`config.mk`:
```
export PLATFORM = sky130hd
export DESIGN_NAME = ign_pulse_shaper
export DESIGN_NICKNAME = d
export VERILOG_FILES = /design/src/rtl/ign_shaper_pkg.sv /design/src/rtl/ign_sync.sv /design/src/rtl/ign_edge.sv /design/src/rtl/ign_seq.sv /design/src/rtl/ign_pulse_shaper.sv
export SDC_FILE = /design/constraint.sdc
export NUM_CORES = 1
export LEC_CHECK = 0
export BUFFER_PORTS_ARGS = -buffer_cell sky130_fd_sc_hd__buf_2
export CORE_MARGIN = 8
export CORE_UTILIZATION = 25
export DETAILED_ROUTE_END_ITERATION = 8
export PLACE_DENSITY = 0.5
export SYNTH_ARGS = -nofsm -noshare
export SYNTH_HDL_FRONTEND = slang
export SYNTH_SLANG_ARGS = --single-unit
```
`constraint.sdc`:
```
create_clock -name clk -period 2.95 [get_ports clk]
set_input_delay 0.1475 -clock clk [delete_from_list [all_inputs] [get_ports clk]]
set_output_delay 0.1475 -clock clk [all_outputs]
set_load 0.02 [all_outputs]
```
`src/rtl/ign_shaper_pkg.sv`:
```
package ign_shaper_pkg;

  typedef enum logic [1:0] {
    SHP_IDLE  = 2'd0,
    SHP_QUAL  = 2'd1,
    SHP_PULSE = 2'd2
  } shp_state_e;

  // Convert a duration in nanoseconds to whole clock cycles.
  function automatic int unsigned ns_to_cycles(longint unsigned clk_hz,
                                               longint unsigned dur_ns);
    longint unsigned prod;
    prod = clk_hz * dur_ns;
    return 32'(prod / 64'd1_000_000_000);
  endfunction

  // Counter width able to hold the larger of two terminal counts.
  function automatic int unsigned span_bits(int unsigned a, int unsigned b);
    int unsigned m;
    m = (a > b) ? a : b;
    return (m < 2) ? 1 : $clog2(m);
  endfunction

endpackage

```
`src/rtl/ign_sync.sv`:
```
module ign_sync #(
  parameter int unsigned STAGES = 2
) (
  input  logic clk,
  input  logic rst,
  input  logic d,
  output logic q
);
  logic [STAGES-1:0] chain;

  for (genvar i = 0; i < STAGES; i++) begin : g_stage
    if (i == 0) begin : g_first
      always_ff @(posedge clk) begin
        if (rst) chain[0] <= 1'b0;
        else     chain[0] <= d;
      end
    end else begin : g_rest
      always_ff @(posedge clk) begin
        if (rst) chain[i] <= 1'b0;
        else     chain[i] <= chain[i-1];
      end
    end
  end

  assign q = chain[STAGES-1];
endmodule

```
`src/rtl/ign_edge.sv`:
```
module ign_edge (
  input  logic clk,
  input  logic rst,
  input  logic lvl,
  output logic rise
);
  logic prev_q;

  always_ff @(posedge clk) begin
    if (rst) prev_q <= 1'b0;
    else     prev_q <= lvl;
  end

  assign rise = lvl & ~prev_q;
endmodule

```
`src/rtl/ign_seq.sv`:
```
module ign_seq
  import ign_shaper_pkg::*;
#(
  parameter int unsigned DELAY_CYC = 47,
  parameter int unsigned WIDTH_CYC = 2500
) (
  input  logic clk,
  input  logic rst,
  input  logic lvl,
  input  logic rise,
  output logic pulse_o,
  output logic evt_accept,
  output logic evt_glitch,
  output logic evt_fire,
  output logic evt_done,
  output logic in_qual
);
  localparam int unsigned CW = span_bits(DELAY_CYC, WIDTH_CYC);
  localparam logic [CW-1:0] DLY_LAST = CW'(DELAY_CYC - 1);
  localparam logic [CW-1:0] WID_LAST = CW'(WIDTH_CYC - 1);

  shp_state_e    state, state_nxt;
  logic [CW-1:0] cnt, cnt_nxt;
  logic          pulse_q;
  logic          dly_end, wid_end, in_pulse;

  assign in_qual  = (state == SHP_QUAL);
  assign in_pulse = (state == SHP_PULSE);
  assign dly_end  = in_qual  && (cnt == DLY_LAST);
  assign wid_end  = in_pulse && (cnt == WID_LAST);

  // Named events for the checker.
  assign evt_glitch = in_qual && !lvl;
  assign evt_fire   = in_qual && lvl && dly_end;
  assign evt_done   = wid_end;
  assign evt_accept = rise && ((state == SHP_IDLE) || wid_end);

  always_comb begin
    state_nxt = state;
    cnt_nxt   = cnt;
    unique case (state)
      SHP_IDLE: begin
        if (rise) begin
          state_nxt = SHP_QUAL;
          cnt_nxt   = '0;
        end
      end
      SHP_QUAL: begin
        if (!lvl) begin
          state_nxt = SHP_IDLE;
        end else if (dly_end) begin
          state_nxt = SHP_PULSE;
          cnt_nxt   = '0;
        end else begin
          cnt_nxt = cnt + 1'b1;
        end
      end
      SHP_PULSE: begin
        if (wid_end) begin
          cnt_nxt   = '0;
          state_nxt = rise ? SHP_QUAL : SHP_IDLE;
        end else begin
          cnt_nxt = cnt + 1'b1;
        end
      end
      default: state_nxt = SHP_IDLE;
    endcase
  end

  always_ff @(posedge clk) begin
    if (rst) begin
      state   <= SHP_IDLE;
      cnt     <= '0;
      pulse_q <= 1'b0;
    end else begin
      state   <= state_nxt;
      cnt     <= cnt_nxt;
      pulse_q <= (state_nxt == SHP_PULSE);
    end
  end

  assign pulse_o = pulse_q;
endmodule

```
`src/rtl/ign_pulse_shaper.sv`:
```
module ign_pulse_shaper
  import ign_shaper_pkg::*;
#(
  parameter longint unsigned CLK_HZ      = 1_000_000,
  parameter longint unsigned DELAY_NS    = 47_000,
  parameter longint unsigned WIDTH_NS    = 2_500_000,
  parameter int unsigned     SYNC_STAGES = 2
) (
  input  logic clk,
  input  logic rst,
  input  logic ign_in,
  output logic pulse_o
);
  localparam int unsigned DELAY_CYC = ns_to_cycles(CLK_HZ, DELAY_NS);
  localparam int unsigned WIDTH_CYC = ns_to_cycles(CLK_HZ, WIDTH_NS);

  logic ign_lvl;
  logic evt_rise;
  logic evt_accept, evt_glitch, evt_fire, evt_done, in_qual;

  ign_sync #(.STAGES(SYNC_STAGES)) u_sync (
    .clk (clk),
    .rst (rst),
    .d   (ign_in),
    .q   (ign_lvl)
  );

  ign_edge u_edge (
    .clk  (clk),
    .rst  (rst),
    .lvl  (ign_lvl),
    .rise (evt_rise)
  );

  ign_seq #(
    .DELAY_CYC (DELAY_CYC),
    .WIDTH_CYC (WIDTH_CYC)
  ) u_seq (
    .clk        (clk),
    .rst        (rst),
    .lvl        (ign_lvl),
    .rise       (evt_rise),
    .pulse_o    (pulse_o),
    .evt_accept (evt_accept),
    .evt_glitch (evt_glitch),
    .evt_fire   (evt_fire),
    .evt_done   (evt_done),
    .in_qual    (in_qual)
  );
endmodule

```
==> flow_summary.toml, run 1 <==
[status]
outcome = "finished, final reports clean"

[final_layout]
syn_to_final_growth_pct = 11.2
drive_gt1_share_pct = 11.1
stdcell_area_mm2 = 0.00119
fillers = 452
nets = 146
insertedDiodeCount = 0

[clock_tree]
cts_buffers = 3
cts.path.max_buffers = 2
cts_tree = "yes"
clock-sinks = 18
ctsResizeCount = 0
cts-htree-levels = 1
clk_latency_ps = 250
cts_hold_buf = 0
cts_root_buf = "clkbuf_8"
post_cts_buffers = 0
path_clk_slew_ps = 70

[timing]
period_needed_ps = 2440
rsz0062_at_grt = "no"
finalSetupViolCount = 0
hold_violations = 0
finClkSkew_ps = 6.13
tightest_slew_ps = 1170
timing.fmax_mhz = 409
tns_ps = 0
slew_violations = 0
relSlewSlack_pct = 22.1
period_share_pct = 82.8

[hold_path]
hold_path_class = "in -> reg"

[pwr]
p_leak_nw = 0.383
ir_worst_vdd_v = 0.000135
powerDensity_mw_per_mm2 = 399
fin_total_pwr_uw = 477

[setup_path]
cpPeakStageDelay_ps = 880
start_kind = "flop"
crit_path_end_kind = "flop"
path_cells = "inv_1 -> ha_1 -> nand4bb_1 -> nor4_1 -> o22ai_1 -> o21ai_0 -> a211oi_1"
cp_max_fo = 15
critPathArrivalTime_ps = 2610
cp_slowest_cell = "o22ai_1"
cp.required_ps = 3120
path_class = "reg -> reg"

[synth]
seq_area_frac_synth_pct = 33.5
synthSimpleGateAreaFrac_pct = 35.2
synth_top_family_by_area = "simple AND/OR/NAND/NOR gates"
async_flop_share_pct = 0
muxShareOfSynthArea_pct = 0
synth_area_mm2 = 0.00107
synth_flop_cell = "dfxtp_1"
netlist_instances = 131
yosysWarnings = 0
synthXorXnorAreaFrac_pct = 0.815
syn_avg_cell_area_um2 = 8.20
synth_edf_count = 0
ys_types = 37
syn_nets = 141
synth-compound-area-share_pct = 18.5
ys_seq_elements = 18
synth_adder_area_share_pct = 8.15

[floorplan]
die_w_um = 81.6
rows = 24
coreArea_mm2 = 0.00423
fp.dieH_um = 81.6
io_pins = 4
start_util_pct = 25.4
dieArea_mm2 = 0.00665

[global_route]
grt_pass1_vias = 904
grt_use_total_pct = 7.54
grt_max_degree = 22
grt_antenna_before_repair = 0
grt_pass1_wl_um = 4040
grt-ovfl-total = 0

[route]
drt_iter0_markers = 88
routedWlPerCell_um = 12.0
num_vias = 935
first_pass_iters = 4
antenna_left = 0
drc_errors = 0
vias_per_cell = 5.00
wirelength_um = 2250

[run]
maxCapViolCount = 0

[place]
io_buffers = 3
placed_area_mm2 = 0.00114
place.detailed.hpwl_um = 1640
routabilityCongestion = 0.862
sequential cells by signal, summed over array words and instances, names as in the netlist:
signal	flops
u_seq.cnt	12
u_seq.state	2
u_sync.chain	1
u_seq.pulse_o	1
u_sync.q	1
u_edge.prev_q	1
final timing paths:
path	from	endpoint	slack (ps)	cells past startpoint
worst max-delay path	u_seq.state[0]$_SDFF_PP0_	u_seq.cnt[8]$_SDFFE_PP0P_	510	7
worst min-delay path	ign_in	u_sync.chain[0]$_SDFF_PP0_	100	2
worst max register to register	u_seq.state[0]$_SDFF_PP0_	u_seq.cnt[8]$_SDFFE_PP0P_	510	7
worst min register to register	u_sync.chain[0]$_SDFF_PP0_	u_sync.q$_SDFF_PP0_	460	1
synth_stat cells (all sizes together) (2+ instances only):
cell type / number / area share [%]
and3: 2 / 1.2
nand2: 16 / 5.6
dfxtp: 18 / 34
nand4b: 2 / 1.6
nand3: 10 / 4.7
o21ai: 12 / 5.6
a21oi: 6 / 2.8
nor3: 6 / 2.8
nor4b: 4 / 3.8
clkbuf: 3 / 1.0
a31oi: 5 / 2.9
or3: 2 / 1.6
nand2b: 4 / 2.3
inv: 5 / 1.7
nor2b: 3 / 1.7
ha: 7 / 8.1
nor2: 7 / 2.4
nor4: 4 / 3.7
cells by family after synthesis:
logic type / after synthesis
buffers and inverters: 9
xor gates and xnor gates: 1
DFF: 18
AOI/OAI and AO/OA: 31
and+or+nand+nor: 65
adders and majority gates: 7
metal layers:
layer / track usage, % / wire length, um
met5: 0 / 0
met4: 2.68 / 31
met3: 1.64 / 46
met2: 12.2 / 1030
met1: 9.64 / 1140
worst max-delay path, delay by kind of cell (launching register included):
family                   cells  cell delay, ps
AO/OA/AOI/OAI                3            1370
flip-flops                   1             430
adder cells (fa/ha/maj)      1             240
AND/OR/NAND/NOR              2             240
buffers and inverters        1              90
layout make-up:
class	instances	area, um^2	area share, %
inverters	5	18.8	1.57
clock buffers	4	55.1	4.61
multi-input cells	104	673	56.3
flip-flops and latches	18	360	30.2
well taps	52	65.1	5.45
repair buffers	4	22.5	1.88
power by group:
part | switching (mW) | internal, mW | leakage (nW)
logic | 0.0198 | 0.0103 | 0.209
registers | 0.00212 | 0.245 | 0.146
clock network | 0.0813 | 0.118 | 0.0288
cell usage in the layout, fill, tap and decap left out, types with 2 or more instances in the layout:
cell type	instances
a21oi_1	6
a31oi_1	5
and3_1	2
buf_2	3
clkbuf_8	4
dfxtp_1	18
ha_1	7
inv_1	5
nand2_1	16
nand2b_1	4
nand3_1	10
nand4b_1	2
nor2_1	7
nor2b_1	3
nor3_1	6
nor4_1	3
nor4b_1	3
o21ai_0	7
o21ai_1	5
per-stage QoR:
step / utilization, % / hold slack [ps] / cells / setup slack, ps
floorplan: - / 276 / 131 / 1100
global placement: 26.9 / 373 / 183 / 626
detailed placement: 26.9 / 372 / 183 / 511
CTS: 28.2 / 105 / 187 / 493
global route: 28.2 / 110 / 187 / 257
finish: 28.2 / 102 / 187 / 507
(Power assumes the default switching activity.)
==> run 2, diff against run 1 <==
==> constraint.sdc (replaced) <==
create_clock -name clk -period 2.5 [get_ports clk]
set_input_delay 0.125 -clock clk [delete_from_list [all_inputs] [get_ports clk]]
set_output_delay 0.125 -clock clk [all_outputs]
set_load 0.02 [all_outputs]
==> run 2 against run 1 <==
  * Worst setup slack lost 140 ps
  * Critical path depth decreased by 1
  * Combinational power is 18% higher
  * Sequential power rose by 18%
  * Global-route usage grew 0.29 points
  * Critical path type unchanged
==> flow_summary.toml, run 2 (same netlist as run 1, synthesis figures left out) <==
[status]
outcome = "finished, final reports clean"

[setup_path]
cp_max_fo = 15
start_kind = "flop"
cp_slowest_cell = "nor4_1"
path_class = "reg -> reg"
path_cells = "ha_1 -> nand4bb_1 -> nor4_1 -> o22ai_2 -> nand4b_1 -> a31oi_1"
cpPeakStageDelay_ps = 500
crit_path_end_kind = "flop"
critPathArrivalTime_ps = 2260
cp.required_ps = 2620

[global_route]
grt_pass1_vias = 917
grt_pass1_wl_um = 4150
grt_max_degree = 22
grt_antenna_before_repair = 0
grt_use_total_pct = 7.83
grt-ovfl-total = 0

[place]
io_buffers = 3
dp.cells = 183
routabilityCongestion = 0.799
place.detailed.hpwl_um = 1660

[hold_path]
hold_path_class = "in -> reg"

[timing]
relSlewSlack_pct = 59.6
timing.fmax_mhz = 469
finalSetupViolCount = 0
period_share_pct = 85.2
finClkSkew_ps = 1.83
slew_violations = 0
hold_violations = 0
tns_ps = 0
period_needed_ps = 2130
rsz0062_at_grt = "no"
tightest_slew_ps = 606

[floorplan]
io_pins = 4
rows = 24
start_util_pct = 25.4
fp.dieH_um = 81.6
dieArea_mm2 = 0.00665
coreArea_mm2 = 0.00423
die_w_um = 81.6

[final_layout]
most-common-layout-cells = "18 x dfxtp_1, 16 x nand2_1, 10 x nand3_1"
drive_gt1_share_pct = 11.2
fillers = 439
largestRegisters = "u_seq.cnt (12), u_seq.state (2)"
mostFrequentLayoutCell = "dfxtp_1"
nets = 146
largest_reg_flops = 12
syn_to_final_growth_pct = 10.5
regMostFlops = "u_seq.cnt"
insertedDiodeCount = 0
finalNonFillerCells = 186

[clock_tree]
clk_latency_ps = 250
cts.path.max_buffers = 2
cts-htree-levels = 1
cts_buffers = 3
post_cts_buffers = 0
path_clk_slew_ps = 70
cts_root_buf = "clkbuf_8"
clock-sinks = 18
cts_tree = "yes"

[pwr]
powerDensity_mw_per_mm2 = 444
p_leak_nw = 0.379
ir_worst_vdd_v = 0.000389

[route]
first_pass_iters = 4
num_vias = 957
antenna_left = 0
vias_per_cell = 5.15
drc_errors = 0
wirelength_um = 2360
routedWlPerCell_um = 12.7
drt_iter0_markers = 80

[run]
maxCapViolCount = 0
## run 2: timing repair
item	4_1_cts	5_1_grt
setup endpoints to repair	0	11
hold buffers	0	0
resized for setup	0	1
## run 2: cell type report
| cell class | instances | area (um^2) | share of cell area (%) |
|---|---|---|---|
| Multi-Input combinational cell | 104 | 679 | 57.2 |
| Sequential cell | 18 | 360 | 30.3 |
| Tap cell | 52 | 65.1 | 5.48 |
| Clock buffer | 3 | 41.3 | 3.48 |
| Timing Repair Buffer | 4 | 22.5 | 1.90 |
| Inverter | 5 | 18.8 | 1.58 |
## run 2: stage by stage
stage / hold WS, ps / power (mW) / setup WS [ps] / cell area (um^2) / util (%)
2_1_floorplan: 253 / 0.324 / 654 / 1070 / -
3_3_place_gp: 344 / 0.334 / 199 / 1140 / 26.9
3_5_place_dp: 346 / 0.334 / 85.2 / 1140 / 26.9
4_1_cts: 82.0 / 0.539 / 45.7 / 1180 / 27.9
5_1_grt: 118 / 0.554 / 138 / 1190 / 28.0
6_report: 84.2 / 0.527 / 369 / 1190 / 28.0
## run 2: critical path, delay by kind of cell, from the launching register on
kind            cells  cell delay, ps
flops               1             440
compound gates      2             410
simple gates        3             860
fa+ha+maj           1             290
## run 2: power by group
group,total [mW],switching [mW],internal (mW)
sequential,0.292,0.00259,0.290
clock,0.199,0.0920,0.107
combinational,0.0356,0.0235,0.0121
## run 2: layer usage
layer	track usage, %	wire length [um]	vias up
li1	-	-	485
met2	13.8	1170	8
met4	1.96	26	0
met3	2.63	42	6
met1	8.80	1130	458
met5	0	0	-
## run 2: path summary, 6_finish.rpt
| path | start | endpoint | slack, ps | cells after the start |
|---|---|---|---|---|
| setup / recovery | u_seq.cnt[1]$_SDFFE_PP0P_ | u_seq.cnt[2]$_SDFFE_PP0P_ | 370 | 6 |
| hold reg to reg | u_sync.chain[0]$_SDFF_PP0_ | u_sync.q$_SDFF_PP0_ | 440 | 1 |
| setup reg to reg | u_seq.cnt[1]$_SDFFE_PP0P_ | u_seq.cnt[2]$_SDFFE_PP0P_ | 370 | 6 |
| hold / removal | ign_in | u_sync.chain[0]$_SDFF_PP0_ | 80 | 2 |
